$ cat src/rtl/i2c_tgt_pkg.sv
package i2c_tgt_pkg;

  localparam int BYTE_W = 8;

  typedef enum logic [2:0] {
    ST_IDLE,
    ST_ADDR,
    ST_ADDR_ACK,
    ST_WR_DATA,
    ST_WR_ACK,
    ST_RD_DATA,
    ST_RD_ACK,
    ST_IGNORE
  } tgt_state_e;

  typedef enum logic [1:0] {
    COND_NONE,
    COND_START,
    COND_STOP
  } bus_cond_e;

  // Classify a pair of consecutive synchronised samples of the bus.
  function automatic bus_cond_e classify(logic scl_prev, logic scl_now,
                                         logic sda_prev, logic sda_now);
    if (scl_prev && scl_now && sda_prev && !sda_now) return COND_START;
    if (scl_prev && scl_now && !sda_prev && sda_now) return COND_STOP;
    return COND_NONE;
  endfunction

  // Upper seven bits of the first byte hold the address, bit 0 the direction.
  function automatic logic addr_hit(logic [BYTE_W-1:0] first_byte, logic [6:0] own);
    return first_byte[BYTE_W-1:1] == own;
  endfunction

  function automatic logic [BYTE_W-1:0] shift_in(logic [BYTE_W-1:0] cur, logic b);
    return {cur[BYTE_W-2:0], b};
  endfunction

  function automatic logic [BYTE_W-1:0] shift_out(logic [BYTE_W-1:0] cur);
    return {cur[BYTE_W-2:0], 1'b1};
  endfunction

endpackage

$ cat src/rtl/i2c_tgt_sync.sv
module i2c_tgt_sync
  import i2c_tgt_pkg::*;
#(
  parameter int STAGES = 2
) (
  input  logic clk,
  input  logic rst_n,
  input  logic scl_i,
  input  logic sda_i,
  output logic scl_s,
  output logic sda_s,
  output logic scl_rise,
  output logic scl_fall,
  output logic start_ev,
  output logic stop_ev
);

  logic [STAGES-1:0] scl_pipe;
  logic [STAGES-1:0] sda_pipe;
  logic              scl_q;
  logic              sda_q;
  bus_cond_e         cond;

  for (genvar g = 0; g < STAGES; g++) begin : g_stage
    if (g == 0) begin : g_first
      always_ff @(posedge clk or negedge rst_n) begin
        if (!rst_n) begin
          scl_pipe[g] <= 1'b1;
          sda_pipe[g] <= 1'b1;
        end else begin
          scl_pipe[g] <= scl_i;
          sda_pipe[g] <= sda_i;
        end
      end
    end else begin : g_next
      always_ff @(posedge clk or negedge rst_n) begin
        if (!rst_n) begin
          scl_pipe[g] <= 1'b1;
          sda_pipe[g] <= 1'b1;
        end else begin
          scl_pipe[g] <= scl_pipe[g-1];
          sda_pipe[g] <= sda_pipe[g-1];
        end
      end
    end
  end

  assign scl_s = scl_pipe[STAGES-1];
  assign sda_s = sda_pipe[STAGES-1];

  always_ff @(posedge clk or negedge rst_n) begin
    if (!rst_n) begin
      scl_q <= 1'b1;
      sda_q <= 1'b1;
    end else begin
      scl_q <= scl_s;
      sda_q <= sda_s;
    end
  end

  assign cond     = classify(scl_q, scl_s, sda_q, sda_s);
  assign start_ev = (cond == COND_START);
  assign stop_ev  = (cond == COND_STOP);
  assign scl_rise = scl_s && !scl_q;
  assign scl_fall = !scl_s && scl_q;

endmodule

$ cat src/rtl/i2c_tgt_drive.sv
module i2c_tgt_drive #(
  parameter int DELAY = 4
) (
  input  logic clk,
  input  logic rst_n,
  input  logic arm,
  input  logic clear,
  input  logic want_low,
  output logic sda_oe,
  output logic fire
);

  localparam int CW = $clog2(DELAY + 1);

  logic [CW-1:0] cnt;

  assign fire = (cnt == CW'(1));

  always_ff @(posedge clk or negedge rst_n) begin
    if (!rst_n) begin
      cnt    <= '0;
      sda_oe <= 1'b0;
    end else if (clear) begin
      cnt    <= '0;
      sda_oe <= 1'b0;
    end else begin
      if (arm) begin
        cnt <= CW'(DELAY);
      end else if (cnt != '0) begin
        cnt <= cnt - 1'b1;
      end
      if (fire) begin
        sda_oe <= want_low;
      end
    end
  end

endmodule

$ cat src/rtl/i2c_busy_target.sv
module i2c_busy_target
  import i2c_tgt_pkg::*;
#(
  parameter logic [6:0] DEV_ADDR    = 7'h52,
  parameter int         SYNC_STAGES = 2,
  parameter int         DRIVE_DELAY = 4
) (
  input  logic              clk,
  input  logic              rst_n,
  input  logic              scl_i,
  input  logic              sda_i,
  input  logic              busy_i,
  output logic              sda_oe,
  output logic              wr_strobe,
  output logic [BYTE_W-1:0] wr_data,
  output logic              rd_req,
  input  logic [BYTE_W-1:0] rd_data
);

  localparam int CNT_W = $clog2(BYTE_W + 1);

  // Synchronised bus and events
  logic scl_s, sda_s, scl_rise, scl_fall, start_ev, stop_ev;

  // Protocol state
  tgt_state_e        state;
  logic [CNT_W-1:0]  bit_cnt;
  logic [BYTE_W-1:0] rx_sh;
  logic [BYTE_W-1:0] tx_sh;
  logic              rw_q;
  logic              ctl_ack_q;
  logic              rd_load_q;

  // Named internal events for the checker
  logic byte_end_ev;
  logic ack_phase;
  logic addr_phase;
  logic ign_phase;
  logic sda_low_req;
  logic drive_fire;

  i2c_tgt_sync #(.STAGES(SYNC_STAGES)) u_sync (
    .clk      (clk),
    .rst_n    (rst_n),
    .scl_i    (scl_i),
    .sda_i    (sda_i),
    .scl_s    (scl_s),
    .sda_s    (sda_s),
    .scl_rise (scl_rise),
    .scl_fall (scl_fall),
    .start_ev (start_ev),
    .stop_ev  (stop_ev)
  );

  assign byte_end_ev = scl_fall && (bit_cnt == CNT_W'(BYTE_W));
  assign ack_phase   = (state == ST_ADDR_ACK) || (state == ST_WR_ACK);
  assign addr_phase  = (state == ST_ADDR);
  assign ign_phase   = (state == ST_IGNORE);

  always_comb begin
    case (state)
      ST_ADDR_ACK, ST_WR_ACK: sda_low_req = 1'b1;
      ST_RD_DATA:             sda_low_req = !tx_sh[BYTE_W-1];
      default:                sda_low_req = 1'b0;
    endcase
  end

  i2c_tgt_drive #(.DELAY(DRIVE_DELAY)) u_drive (
    .clk      (clk),
    .rst_n    (rst_n),
    .arm      (scl_fall),
    .clear    (start_ev || stop_ev),
    .want_low (sda_low_req),
    .sda_oe   (sda_oe),
    .fire     (drive_fire)
  );

  always_ff @(posedge clk or negedge rst_n) begin
    if (!rst_n) begin
      state     <= ST_IDLE;
      bit_cnt   <= '0;
      rx_sh     <= '0;
      tx_sh     <= '1;
      rw_q      <= 1'b0;
      ctl_ack_q <= 1'b0;
      rd_load_q <= 1'b0;
      wr_strobe <= 1'b0;
      wr_data   <= '0;
      rd_req    <= 1'b0;
    end else begin
      wr_strobe <= 1'b0;
      rd_req    <= 1'b0;
      rd_load_q <= rd_req;
      if (start_ev) begin
        state   <= ST_ADDR;
        bit_cnt <= '0;
      end else if (stop_ev) begin
        state   <= ST_IDLE;
        bit_cnt <= '0;
      end else begin
        case (state)
          ST_ADDR, ST_WR_DATA: begin
            if (scl_rise) begin
              rx_sh   <= shift_in(rx_sh, sda_s);
              bit_cnt <= bit_cnt + 1'b1;
            end else if (byte_end_ev) begin
              bit_cnt <= '0;
              if (state == ST_ADDR) begin
                if (addr_hit(rx_sh, DEV_ADDR) && !busy_i) begin
                  state <= ST_ADDR_ACK;
                  rw_q  <= rx_sh[0];
                end else begin
                  state <= ST_IGNORE;
                end
              end else if (!busy_i) begin
                state     <= ST_WR_ACK;
                wr_strobe <= 1'b1;
                wr_data   <= rx_sh;
              end else begin
                state <= ST_IGNORE;
              end
            end
          end
          ST_ADDR_ACK: begin
            if (scl_fall) begin
              if (rw_q) begin
                state  <= ST_RD_DATA;
                rd_req <= 1'b1;
              end else begin
                state <= ST_WR_DATA;
              end
            end
          end
          ST_WR_ACK: begin
            if (scl_fall) state <= ST_WR_DATA;
          end
          ST_RD_DATA: begin
            if (scl_rise) begin
              bit_cnt <= bit_cnt + 1'b1;
            end else if (scl_fall) begin
              if (bit_cnt == CNT_W'(BYTE_W)) begin
                state   <= ST_RD_ACK;
                bit_cnt <= '0;
              end else begin
                tx_sh <= shift_out(tx_sh);
              end
            end
          end
          ST_RD_ACK: begin
            if (scl_rise) begin
              ctl_ack_q <= !sda_s;
            end else if (scl_fall) begin
              if (ctl_ack_q) begin
                state  <= ST_RD_DATA;
                rd_req <= 1'b1;
              end else begin
                state <= ST_IGNORE;
              end
            end
          end
          default: ;
        endcase
      end
      if (rd_load_q) tx_sh <= rd_data;
    end
  end

endmodule

$ cat config.mk
export PLATFORM = sky130hd
export DESIGN_NAME = i2c_busy_target
export DESIGN_NICKNAME = d
export VERILOG_FILES = /design/src/rtl/i2c_tgt_pkg.sv /design/src/rtl/i2c_tgt_sync.sv /design/src/rtl/i2c_tgt_drive.sv /design/src/rtl/i2c_busy_target.sv
export SDC_FILE = /design/constraint.sdc
export NUM_CORES = 1
export LEC_CHECK = 0
export BUFFER_PORTS_ARGS = -buffer_cell sky130_fd_sc_hd__buf_2
export CAP_MARGIN = 5
export CORE_UTILIZATION = 62
export CTS_BUF_LIST = sky130_fd_sc_hd__clkbuf_8 sky130_fd_sc_hd__clkbuf_16
export CTS_CLUSTER_SIZE = 28
export DETAILED_ROUTE_END_ITERATION = 7
export GPL_TIMING_DRIVEN = 0
export PLACE_DENSITY = 0.84
export SLEW_MARGIN = 30
export SYNTH_ARGS = -nofsm -noshare
export SYNTH_HDL_FRONTEND = slang
export SYNTH_HIERARCHICAL = 1
export SYNTH_SLANG_ARGS = --single-unit
$ cat constraint.sdc
create_clock -name clk -period 3.85 [get_ports clk]
set_clock_uncertainty 0.15 [all_clocks]
set_input_delay 0.5775 -clock clk [delete_from_list [all_inputs] [get_ports clk]]
set_output_delay 0.5775 -clock clk [all_outputs]
set_load 0.01 [all_outputs]
; ---- After elaboration in Yosys (flattened, before gate mapping)
; Index checks and enable logic that the tools add are counted.
[word_totals]
regBits = 46
inputBits = 13
wordCells = 144
[op_classes]
addsub = 2
eq_ne = 27
muxes = 60
bitwise = 5
n_reduce_logical = 32
[op_table]
columns = cell, n
row1 = $mux W8, 7
row2 = $mux W3, 17
row3 = $ne A4 B4 Y1 const B, 9
row4 = $mux W4, 7
row5 = $mux W1, 19
row6 = $ne A5 B5 Y1 const B, 3
row7 = $pmux W3 S5, 1
row8 = $reduce_and A7 Y1, 2
row9 = $mux W2, 6
row10 = $reduce_and A4 Y1, 3
row11 = $reduce_and A10 Y1, 1
row12 = $eq A3 B3 Y1 const B, 3
row13 = $logic_and A1 B1 Y1, 9
row14 = $pmux W4 S2, 1
row15 = $eq A7 B7 Y1 const B, 1
row16 = $reduce_bool A7 Y1, 1
row17 = $eq A3 B1 Y1 const B, 2
row18 = $eq A3 B2 Y1 const B, 2
row19 = $logic_not A1 Y1, 6
row20 = $ne A2 B1 Y1 const B, 3
row21 = $reduce_and A6 Y1, 1
row22 = $reduce_bool A2 Y1, 3
row23 = $reduce_bool A3 Y1, 2
row24 = $not A1 Y1, 5
row25 = other kinds (10), 12

; ---- Logic depth before layout (Yosys ltp)
; Gate-level depths: netlist of the first run.
[logic_depth]
ltp_word = 11
mapped_depth = 8

; ---- Modules after synthesis
; Netlist of the first run, hierarchy kept.
[by_module_without_submodules]
columns = module, n_inst, cells_each, area_per_inst_um2, seq_area_each_um2
row1 = i2c_busy_target, 1, 176, 1794.2, 910.9
row2 = i2c_tgt_drive, 1, 21, 234.0, 100.1
row3 = i2c_tgt_sync, 1, 10, 190.2, 157.7

; ---- Worst setup path before layout of the first run
; OpenSTA, ideal clock, no wires.
[synth_path]
path_type = register -> register
from = register u_sync.scl_pipe[1], in the netlist u_sync/scl_s
to = register state[1]
setup_time_ns = 0.119
arrival_time_ns = 2.037
slack_ns = 1.545
path_stages_with_launch = 9
n_path_buf = 3
synth_period_minus_slack_ns = 2.305
cell_sequence = dfstp_2 -> nor2b_1 -> buf_4 -> or3b_1 -> buf_2 -> or3b_1 -> buf_6 -> nor4bb_1 -> o21a_1
[synth_via]
word_cells_on_any_way = 30
[synth_rtl]
columns = item, line
row1 = from (decl), i2c_tgt_sync.sv:18  ; logic [STAGES-1:0] scl_pipe;
row2 = "from (signal, indexed assignment)", i2c_tgt_sync.sv:41  ; scl_pipe[g] <= scl_pipe[g-1];
row3 = $logic_and A1 B1 Y1 (*), i2c_tgt_sync.sv:64  ; assign scl_rise = scl_s && !scl_q;
row4 = via scl_rise, i2c_busy_target.sv:23  ; logic scl_s, sda_s, scl_rise, scl_fall, start_ev, stop_ev;
row5 = $ne A4 B4 Y1 (no source line), n/a
row6 = $reduce_and A10 Y1 (no source line) (*), n/a
row7 = to (signal assigned), i2c_busy_target.sv:80  ; state <= ST_IDLE;
row8 = to (signal assigned), i2c_busy_target.sv:95  ; state <= ST_ADDR;
row9 = to (signal assigned), i2c_busy_target.sv:98  ; state <= ST_IDLE;
row10 = to (decl), i2c_busy_target.sv:26  ; tgt_state_e state;
; Mark *: on every way through the listed nets, which the timed path passes. The rest lies on a longest branch. The select of a mux whose other input is x is not followed.
; A chain may end at the register's enable or synchronous reset.

; ---- Final worst setup path of the first run
[layout_path]
from = register u_sync.scl_q
to = register wr_data[7]
[layout_via]
word_cells_on_any_way = 21
[layout_rtl]
columns = item, line
row1 = from (decl), i2c_tgt_sync.sv:20  ; logic scl_q;
row2 = from (signal assigned), i2c_tgt_sync.sv:56  ; scl_q <= scl_s;
row3 = $logic_and A1 B1 Y1, i2c_tgt_sync.sv:65  ; assign scl_fall = !scl_s && scl_q;
row4 = via scl_fall, i2c_busy_target.sv:23
row5 = $logic_and A1 B1 Y1, i2c_busy_target.sv:55  ; assign byte_end_ev = scl_fall && (bit_cnt == CNT_W'(BYTE_W));
row6 = $reduce_and A7 Y1 (no source line), n/a
row7 = to (signal assigned), i2c_busy_target.sv:118  ; wr_data <= rx_sh;
row8 = to (decl), i2c_busy_target.sv:15  ; output logic [BYTE_W-1:0] wr_data,
; The timed path passes the listed nets, and every way through them passes these cells. The select of a mux whose other input is x is not followed.

==> reports/results.txt, run 1 <==
antenna fix cells -> 0
# clock sinks -> 46
max frequency -> 360.7 MHz
vias -> 1593
setup bufs post-CTS -> 0
# DRC -> 0
vias in the first global route -> 1419
Worst R2R Path Depth -> 5
final setup fails -> 0
# fillers -> 240
syn_area_per_cell -> 10.72 um^2
ys async rst share -> 100.0%
Die Width -> 61.82 um
Mapped Cells -> 207
Fin. Hold Viols -> 0
initial antenna violation count -> 0
RSZ-0062 raised after global routing -> false
Post-Syn Area -> 0.002218 mm^2
status -> finished, final reports clean
main flop type after synthesis -> dfrtp_1
core box area -> 0.003390 mm^2
Clock Tree Root -> clkbuf_8
cell accounting for the most synthesized area -> dfrtp_1
Critical Path Sink Type -> register
register area share after synthesis -> 52.68%
power per cell area -> 538.3 mW/mm^2
Cell Rows -> 21
post-synthesis cell type count -> 54
CP Class -> register to register
Layout area overhead -> 13.03%
WP data required -> 3.89 ns
largest net degree at the start of global routing -> 47
worst-case clock buffer depth -> 2
top-area cell type share of the netlist area -> 36.10%
CTS tree -> built
Synth Warn # -> 6
Worst Path Max Fanout -> 9
post-route setup TNS -> 0 ns
H-tree Lvls -> 2
routed wire length -> 3964 um
vias per inst -> 5.609
VDD IR-drop max -> 0.0003716 V
Clock Pin Slew Worst Setup and Hold Paths -> 0.08 ns
Simple-Gate Fraction of Synth Area -> 20.53%
Nets -> 255
Lkg Pwr -> 1.218 nW
CTS Buf Count -> 5
Total Power -> 1.350 mW
largest family of logic cells by synthesized area -> simple AND/OR/NAND/NOR gates
fin. max-slew vios -> 0
GP Congestion -> 0.8917
CTS resizes -> 0
Synth Area in XOR/XNOR -> 0.3948%
Area contributors post-synth -> dfrtp_1 (36%), dfstp_2 (17%), nand2_1 (7.1%), mux2_2 (5.1%), mux2i_1 (4.1%)
post-DR wirelength/cell -> 13.96 um
worst skew pair latency -> 0.30 ns
mux contribution to synthesized area -> 9.137%
router iterations before antenna repair -> 5
Final period util -> 72.01%
Die Area -> 0.003821 mm^2
Tmin final -> 2.772 ns
number of max-cap violations -> 0
actual slew at the worst max-slew pin -> 0.5831 ns
Starting DRT DRC Count -> 71
initial core utilization -> 65.45%
total congestion overflow -> 0
Compound-Gate Fraction of Synth Area -> 10.55%
global-route wire length before repair -> 6272 um
number of synthesized register bits -> 46
HPWL after DPL -> 2729 um
cts-stage hold buffer count -> 0
Die Ht -> 61.82 um
EDFF count, synth -> 0
Ports -> 24
Synth Area in Adders -> 3.271%
antenna viol nets, final -> 0
Worst EP arrival -> 2.81 ns
port bufs -> 23
global-route usage over all layers -> 23.20%
Slew HR -> 60.58%
critical path startpoint category -> register
Net Count, Synth -> 225
share of cells above drive strength 1 -> 26.05%
HP Class -> input port to async pin
==> per-stage QoR <==
stage	instances	utilization, %	hold WS, ns	instance area [um^2]	setup slack, ns
finish	284	73.98	0.1113	2507	1.078
global route	284	73.98	0.1563	2507	0.9113
detailed placement	276	70.62	0.1970	2394	1.110
floorplan	207	-	0.1319	2218	1.545
global placement	276	70.54	0.1963	2391	1.181
CTS	284	73.98	0.1319	2507	1.079
==> power breakdown <==
part	internal [mW]	switching, mW
Clock	0.193	0.162
Combinational	0.159	0.199
Sequential	0.568	0.0686
Total	0.920	0.430
==> cells in the mapped netlist, types with 2 or more instances <==
master,number
a211oi_1,2
a21boi_0,2
a31oi_1,2
and4b_1,3
buf_1,2
clkbuf_1,4
dfrtp_1,32
dfstp_2,14
ha_1,5
inv_1,8
mux2_2,10
mux2i_1,9
nand2_1,42
nand3_1,4
nor2_1,9
nor2b_1,6
nor4b_1,2
nor4bb_1,2
o21ai_0,11
o31ai_1,3
or3b_1,2
==> placed cells by master, fill, tap and decap left out, types with 2 or more instances in the layout <==
master	Yosys	layout
a31oi_1	2	2
mux2_2	10	10
or3b_1	2	2
nor2b_1	6	6
buf_1	2	2
clkbuf_8	0	5
o21ai_0	11	11
nor4bb_1	2	2
and4b_1	3	3
a211oi_1	2	2
mux2i_1	9	9
nor2_1	9	9
nor4b_1	2	2
a21boi_0	2	2
ha_1	5	5
nand3_1	4	4
clkinvlp_4	0	2
dfstp_2	14	14
o31ai_1	3	3
dfrtp_1	32	32
buf_4	1	2
clkbuf_1	4	4
buf_2	1	23
nand2_1	42	42
inv_1	8	8
==> final cells by class <==
class | instances | area, um^2 | share of cell area [%]
flip-flops and latches | 46 | 1169 | 46.61
well taps | 46 | 57.56 | 2.295
clock inverters | 3 | 45.04 | 1.796
multi-input cells | 144 | 973.4 | 38.82
clock buffers | 5 | 68.82 | 2.745
repair buffers | 23 | 117.6 | 4.691
plain buffers | 9 | 46.29 | 1.846
inverters | 8 | 30.03 | 1.198
==> critical path, cell delays in order, from the launching register on <==
cell and delay (ns):
dfstp_2 0.55, nor2b_1 0.47, nor4b_1 0.56, nor2b_1 0.30, nand3_2 0.27, mux2_2 0.36
==> routing by layer <==
| layer | share of wire, % | GRT usage (%) | wire (um) |
|---|---|---|---|
| met4 | 2.0 | 10.48 | 81 |
| met3 | 4.3 | 5.590 | 170 |
| met1 | 45 | 29.96 | 1797 |
| met2 | 48 | 37.33 | 1915 |
| met5 | 0 | 0 | 0 |
==> registers in the layout, indices dropped and copies added (netlist names) <==
register         flops
rx_sh                8
tx_sh                8
wr_data              8
bit_cnt              4
state                3
u_drive/cnt          3
ctl_ack_q            1
rd_load_q            1
rd_req               1
rw_q                 1
u_drive/sda_oe       1
u_sync/scl_pipe      1
u_sync/scl_q         1
u_sync/scl_s         1
u_sync/sda_pipe      1
u_sync/sda_q         1
u_sync/sda_s         1
wr_strobe            1
==> kinds of logic (layout without fill, tap and decap cells) <==
group,Yosys count,in the layout
AND/OR/NAND/NOR,85,85
flip-flops,46,46
AO/OA/AOI/OAI,33,33
multiplexers,19,19
buffers and inverters,17,48
adder cells (fa/ha/maj),6,6
XOR/XNOR,1,1
==> worst paths after layout <==
kind / slack, ns / endpoint / start
max reg2reg: 1.08 / wr_data[7] / u_sync/scl_q
max: 1.08 / wr_data[7] / u_sync/scl_q
min reg2reg: 0.21 / u_sync/scl_s / u_sync/scl_pipe[0]
max in group asynchronous: 3.06 / u_sync/scl_s / rst_n
min: 0.11 / bit_cnt[2] / rst_n
min in group clk: 0.21 / u_sync/scl_s / u_sync/scl_pipe[0]
Note: power is estimated with default switching activity, not from simulation.
==> inputs of run 2 (changes only) <==
--- a/config.mk
+++ b/config.mk
@@ -7,12 +7,12 @@
 export LEC_CHECK = 0
 export BUFFER_PORTS_ARGS = -buffer_cell sky130_fd_sc_hd__buf_2
 export CAP_MARGIN = 5
-export CORE_UTILIZATION = 62
+export CORE_UTILIZATION = 52
 export CTS_BUF_LIST = sky130_fd_sc_hd__clkbuf_8 sky130_fd_sc_hd__clkbuf_16
 export CTS_CLUSTER_SIZE = 28
 export DETAILED_ROUTE_END_ITERATION = 7
 export GPL_TIMING_DRIVEN = 0
-export PLACE_DENSITY = 0.84
+export PLACE_DENSITY = 0.75
 export SLEW_MARGIN = 30
 export SYNTH_ARGS = -nofsm -noshare
 export SYNTH_HDL_FRONTEND = slang
==> constraint.sdc (replaced) <==
create_clock -name clk -period 2.25 [get_ports clk]
set_clock_uncertainty 0.15 [all_clocks]
set_input_delay 0.3375 -clock clk [delete_from_list [all_inputs] [get_ports clk]]
set_output_delay 0.3375 -clock clk [all_outputs]
set_load 0.01 [all_outputs]
==> run 2 against run 1 <==
The run now ends with negative setup slack left. Wire length rose by 13%. Clock power up 71%. Cell area grew 11%. Sequential cell count stayed put. Cell count up 6.7%. Maximum frequency grew 20%. Non-clock buffer count is 15 higher. Sequential power grew 74%. Utilization shrank 5.5 points. Largest cell class unchanged. Critical endpoint is now state[1].
==> reports/results.txt, run 2 (synthesized netlist as in run 1, its figures left out) <==
Lkg Pwr -> 1.347 nW (+11%)
global-route wire length before repair -> 7189 um (+15%)
initial core utilization -> 54.67% (-11 points)
fin. max-slew vios -> 0 (unchanged)
Die Width -> 67.32 um (+8.9%)
Finished Layout Cells -> 303 (+6.7%)
slowest CP cell -> dfstp_2
share of cells above drive strength 1 -> 39.13% (+13 points)
Clock Tree Root -> clkbuf_8
flop2flop setup slack -> -0.07 ns (-1.15 ns)
vias in the first global route -> 1631 (+15%)
Worst EP arrival -> 2.36 ns (-0.45 ns)
Cell Rows -> 23 (+9.5%)
vias -> 1661 (+4.3%)
failing checks -> negative setup slack
power per cell area -> 875.6 mW/mm^2 (+63%)
# DRC -> 0 (unchanged)
WP data required -> 2.29 ns (-1.60 ns)
worst skew pair latency -> 0.30 ns (about the same)
Ports -> 24 (unchanged)
GP Congestion -> 0.8164 (-8.4%)
Tmin final -> 2.320 ns (-0.4525 ns)
VDD IR-drop max -> 0.0005767 V (+55%)
worst r2r src -> u_sync/sda_s
most frequent cells in the layout -> dfrtp_1 (32), nand2_1 (27), buf_2 (22), nand2_2 (14), dfstp_2 (14)
antenna viol nets, final -> 0 (unchanged)
Critical Path Sink Type -> register
Total Power -> 2.432 mW (+80%)
Largest regs -> rx_sh: 8 flops, tx_sh: 8 flops, wr_data: 8 flops
vias per inst -> 5.482 (-2.3%)
crit-path cells -> and4b_2 -> or3b_1 -> buf_6 -> or3b_4 -> nor4bb_2 -> o21a_1
antenna fix cells -> 0 (unchanged)
hold path cells -> 3
number of max-cap violations -> 0 (unchanged)
HP Class -> input port to register
actual slew at the worst max-slew pin -> 0.5724 ns (-0.01067 ns)
HPWL after DPL -> 2769 um (+1.5%)
Final Worst Setup Slack -> -0.06992 ns (-1.148 ns)
global-route usage over all layers -> 21.78% (-1.4 points)
post-DR wirelength/cell -> 14.72 um (+5.5%)
Reg area -> 0.001169 mm^2 (unchanged)
Starting DRT DRC Count -> 76 (+7.0%)
Worst R2R Path Depth -> 6 (+1)
design area -> 0.002778 mm^2 (+11%)
max frequency -> 431.0 MHz (+20%)
Die Area -> 0.004531 mm^2 (+19%)
Hold EP -> tx_sh[3]
Setup WS pre-CTS -> -0.4099 ns (-1.520 ns)
port bufs -> 23 (unchanged)
Final period util -> 103.1% (+31 points)
core box area -> 0.004058 mm^2 (+20%)
CP Class -> register to register
worst-case clock buffer depth -> 2 (unchanged)
total congestion overflow -> 0 (unchanged)
RSZ-0062 raised after global routing -> true
Die Ht -> 67.32 um (+8.9%)
CTS Buf Count -> 5 (unchanged)
CTS tree -> built
Placed Cells -> 280 (+1.4%)
Clock Pin Slew Worst Setup and Hold Paths -> 0.09 ns (about the same)
Fin. Hold Viols -> 0 (unchanged)
router iterations before antenna repair -> 4 (-1)
post-route setup TNS -> -0.1050 ns (-0.1050 ns)
H-tree Lvls -> 2 (unchanged)
initial antenna violation count -> 0 (unchanged)
RR Endpoint -> state[1]
commonest non-fill, non-tap cell in the layout -> dfrtp_1
Layout area overhead -> 25.21%
final core utilization -> 68.46% (-5.5 points)
hold path start -> rd_data[3]
largest net degree at the start of global routing -> 47 (unchanged)
Hold Worst Slack -> 0.09442 ns (-0.01690 ns)
Nets -> 270 (+5.9%)
critical path startpoint category -> register
routed wire length -> 4460 um (+13%)
Slew HR -> 61.84% (+1.3 points)
# fillers -> 318 (+33%)
Worst path max stage delay -> 0.54 ns (-0.02 ns)
area of the multi-input gates -> 0.001092 mm^2 (+12%)
# clock sinks -> 46 (unchanged)
status -> complete, but fails checks
dpl cell area -> 0.002399 mm^2 (+0.21%)
final setup fails -> 9 (+9)
Worst Path Max Fanout -> 3 (-6)
==> run 2: cell count changes in the layout (fill, tap and decap cells not counted), moves of 3 or more <==
cell	before	now
buf_4	2	9
buf_6	1	6
dlygate4sd3_1	0	3
nand2_1	42	27
nand2_2	0	14
==> run 2: routing by layer <==
layer / wire length (um) / vias up / share of wire (%) / global-route usage [%]
li1: - / 811 / - / -
met1: 1968 / 792 / 44 / 25.55
met2: 2160 / 46 / 48 / 35.63
met3: 233 / 12 / 5.2 / 7.264
met4: 98 / 0 / 2.2 / 10.64
met5: 0 / - / 0 / 0
==> run 2: repair_timing <==
action | CTS | global route
pin swaps | 9 | 18
setup endpoints to repair | 25 | 33
gates resized for setup | 20 | 24
hold buffers | 3 | 0
setup buffers | 10 | 3
hold endpoints to repair | 34 | 0
==> run 2: how the worst max path moves through the flow <==
stage | startpoint | to | slack (ns) | cells after the start
after floorplan | u_sync/scl_s | state[1] | -0.06 | 8
after global placement | u_sync/scl_q | wr_data[0] | -0.45 | 5
after detailed placement | u_sync/scl_q | wr_data[5] | -0.41 | 5
after CTS | u_sync/scl_s | state[1] | -0.08 | 8
after global routing | u_sync/scl_s | state[1] | -0.13 | 7
final | u_sync/sda_s | state[1] | -0.07 | 6
==> run 2: cell type report <==
cell class,instances,share of cell area [%]
Buffer,8,1.532
Clock buffer,5,2.477
Clock inverter,3,1.486
Inverter,8,1.081
Multi-Input combinational cell,144,39.32
Sequential cell,46,42.07
Tap cell,50,2.252
Timing Repair Buffer,39,9.775
==> run 2: report_power, final <==
group | internal, mW | total (mW) | leakage [nW] | switching (mW)
Sequential | 0.972 | 1.11 | 0.577 | 0.142
Combinational | 0.336 | 0.712 | 0.715 | 0.376
Clock | 0.327 | 0.606 | 0.0556 | 0.279
Total | 1.64 | 2.43 | 1.35 | 0.797
==> run 2: critical path: cells and delay by family, from the launching register on <==
kind	cells	cell delay [ns]
AOI/OAI and AO/OA	1	0.19
DFF	1	0.54
buffers and inverters	1	0.14
and+or+nand+nor	4	1.19
==> inputs of run 3 (changes only) <==
--- a/config.mk
+++ b/config.mk
@@ -9,6 +9,7 @@
 export CAP_MARGIN = 5
 export CORE_UTILIZATION = 52
 export CTS_BUF_LIST = sky130_fd_sc_hd__clkbuf_8 sky130_fd_sc_hd__clkbuf_16
+export CTS_CLUSTER_DIAMETER = 120
 export CTS_CLUSTER_SIZE = 28
 export DETAILED_ROUTE_END_ITERATION = 7
 export GPL_TIMING_DRIVEN = 0
@@ -18,3 +19,4 @@
 export SYNTH_HDL_FRONTEND = slang
 export SYNTH_HIERARCHICAL = 1
 export SYNTH_SLANG_ARGS = --single-unit
+export TNS_END_PERCENT = 50
==> run 3 against run 2 <==
Setup slack improved by 0.0067 ns. Sequential power about the same. Die area unchanged. Highest routed layer unchanged. Cell count decreased by 2.0%. Cell area decreased by 4.6%. Largest power group unchanged. Sequential cell count unchanged. Combinational power decreased by 9.0%. The run still ends with negative setup slack left. Total power decreased by 3.9%. Register-to-register slack about the same. First-iteration DRC count increased by 11%. Count of clock-buffer cells in the layout unchanged. Critical endpoint unchanged. Maximum frequency increased by 0.29%.
==> reports/results.txt, run 3 (synthesized netlist as in run 1, its figures left out) <==
status -> complete, but fails checks
failing checks -> negative setup slack
Worst R2R Path Depth -> 6 (unchanged)
dpl cell area -> 0.002399 mm^2 (unchanged)
final setup fails -> 11 (+2)
Final period util -> 102.8% (-0.30 points)
critical path startpoint category -> register
port bufs -> 23 (unchanged)
vias in the first global route -> 1589 (-2.6%)
Setup WS pre-CTS -> -0.4099 ns (unchanged)
antenna viol nets, final -> 0 (unchanged)
initial antenna violation count -> 0 (unchanged)
global-route usage over all layers -> 20.80% (-0.98 points)
Fin. Hold Viols -> 0 (unchanged)
Ports -> 24 (unchanged)
Clock Pin Slew Worst Setup and Hold Paths -> 0.08 ns (about the same)
WP depth -> 6 (unchanged)
worst skew pair latency -> 0.30 ns (about the same)
Tmin final -> 2.313 ns (-0.006704 ns)
fin. max-slew vios -> 0 (unchanged)
power per cell area -> 882.4 mW/mm^2 (+0.78%)
slowest CP cell -> dfstp_2
HP Class -> input port to register
final core utilization -> 65.31% (-3.1 points)
Finished Layout Cells -> 297 (-2.0%)
hold path cells -> 3 (unchanged)
Worst EP arrival -> 2.35 ns (about the same)
Worst Path Max Fanout -> 5 (+2)
GP Congestion -> 0.8164 (unchanged)
commonest non-fill, non-tap cell in the layout -> nand2_1
vias per inst -> 5.468 (-0.25%)
Die Width -> 67.32 um (unchanged)
worst-case clock buffer depth -> 2 (unchanged)
Starting DRT DRC Count -> 84 (+11%)
RSZ-0062 raised after global routing -> true
antenna fix cells -> 0 (unchanged)
Die Area -> 0.004531 mm^2 (unchanged)
vias -> 1624 (-2.2%)
Layout area overhead -> 19.46%
post-route setup TNS -> -0.2281 ns (-0.1231 ns)
core box area -> 0.004058 mm^2 (unchanged)
total congestion overflow -> 0 (unchanged)
max frequency -> 432.3 MHz (+0.29%)
Lkg Pwr -> 1.279 nW (-5.1%)
CTS Buf Count -> 5 (unchanged)
router iterations before antenna repair -> 4 (unchanged)
CTS tree -> built
WP data required -> 2.29 ns (about the same)
global-route wire length before repair -> 6886 um (-4.2%)
Crit path max-delay family -> simple AND/OR/NAND/NOR gates
crit-path cells -> and4b_2 -> or3b_1 -> buf_6 -> or3b_4 -> nor4bb_4 -> o21a_1
HPWL after DPL -> 2769 um (unchanged)
H-tree Lvls -> 2 (unchanged)
design area -> 0.002650 mm^2 (-4.6%)
Final Worst Setup Slack -> -0.06322 ns (+0.006704 ns)
share of cells above drive strength 1 -> 30.77% (-8.4 points)
routed wire length -> 4074 um (-8.7%)
# DRC -> 0 (unchanged)
Hold Worst Slack -> 0.09635 ns (+0.001931 ns)
actual slew at the worst max-slew pin -> 0.5616 ns (-0.01078 ns)
Clock Tree Root -> clkbuf_8
post-DR wirelength/cell -> 13.72 um (-6.8%)
Critical Path Sink Type -> register
most frequent cells in the layout -> nand2_1 (42), dfrtp_1 (32), buf_2 (22), dfstp_2 (14), o21ai_0 (11)
largest net degree at the start of global routing -> 47 (unchanged)
Slew HR -> 62.56% (+0.72 points)
Nets -> 264 (-2.2%)
CP Class -> register to register
initial core utilization -> 54.67% (unchanged)
Die Ht -> 67.32 um (unchanged)
Worst path max stage delay -> 0.53 ns (about the same)
Cell Rows -> 23 (unchanged)
critical path buffer and inverter count -> 1 (unchanged)
Placed Cells -> 280 (unchanged)
VDD IR-drop max -> 0.0005469 V (-5.2%)
# clock sinks -> 46 (unchanged)
Largest regs -> rx_sh: 8 flops, tx_sh: 8 flops, wr_data: 8 flops
number of max-cap violations -> 0 (unchanged)
Total Power -> 2.338 mW (-3.9%)
run 3: cell type report:
type,instances,area (um^2)
Buffer,8,41.29
Clock buffer,5,68.82
Clock inverter,3,41.29
Fill cell,330,1408
Inverter,8,30.03
Multi-Input combinational cell,144,1037
Sequential cell,46,1169
Tap cell,50,62.56
Timing Repair Buffer,33,200.2
run 3: power by group:
group          total, mW  switching [mW]  internal [mW]
logic              0.648           0.348          0.299
clock network      0.599           0.272          0.327
registers           1.09           0.120          0.972
total               2.34           0.740           1.60
run 3: path summary, 6_finish.rpt:
path	startpoint	end	slack [ns]
min in group asynchronous	rst_n	u_drive/cnt[2]	0.41
worst max-delay path	u_sync/sda_q	state[1]	-0.06
worst min-delay path	rd_data[3]	tx_sh[3]	0.1
max in group asynchronous	rst_n	u_sync/scl_q	1.14
worst min register to register	u_sync/sda_pipe[0]	u_sync/sda_s	0.21
worst max register to register	u_sync/sda_q	state[1]	-0.06
run 3: per-layer routing:
metal | global-route usage [%] | up-vias | share of wire [%]
met2 | 34.50 | 38 | 48
met1 | 24.78 | 780 | 47
li1 | - | 801 | -
met3 | 6.250 | 5 | 4.6
met4 | 9.309 | 0 | 1.1
met5 | 0 | - | 0
run 3: worst reg2reg max path: cells and delay by family (launching register included):
kind,cells,cell delay (ns)
AND/OR/NAND/NOR,4,1.19
flip-flops,1,0.53
AO/OA/AOI/OAI,1,0.20
buffers and inverters,1,0.14
run 3: timing repair:
action / CTS / global route
gates resized for setup: 10 / 6
endpoints found under the setup margin: 25 / 27
buffers inserted: 5 / 2
hold buffers: 3 / 0
pin swaps: 0 / 3
hold endpoints to repair: 34 / 0
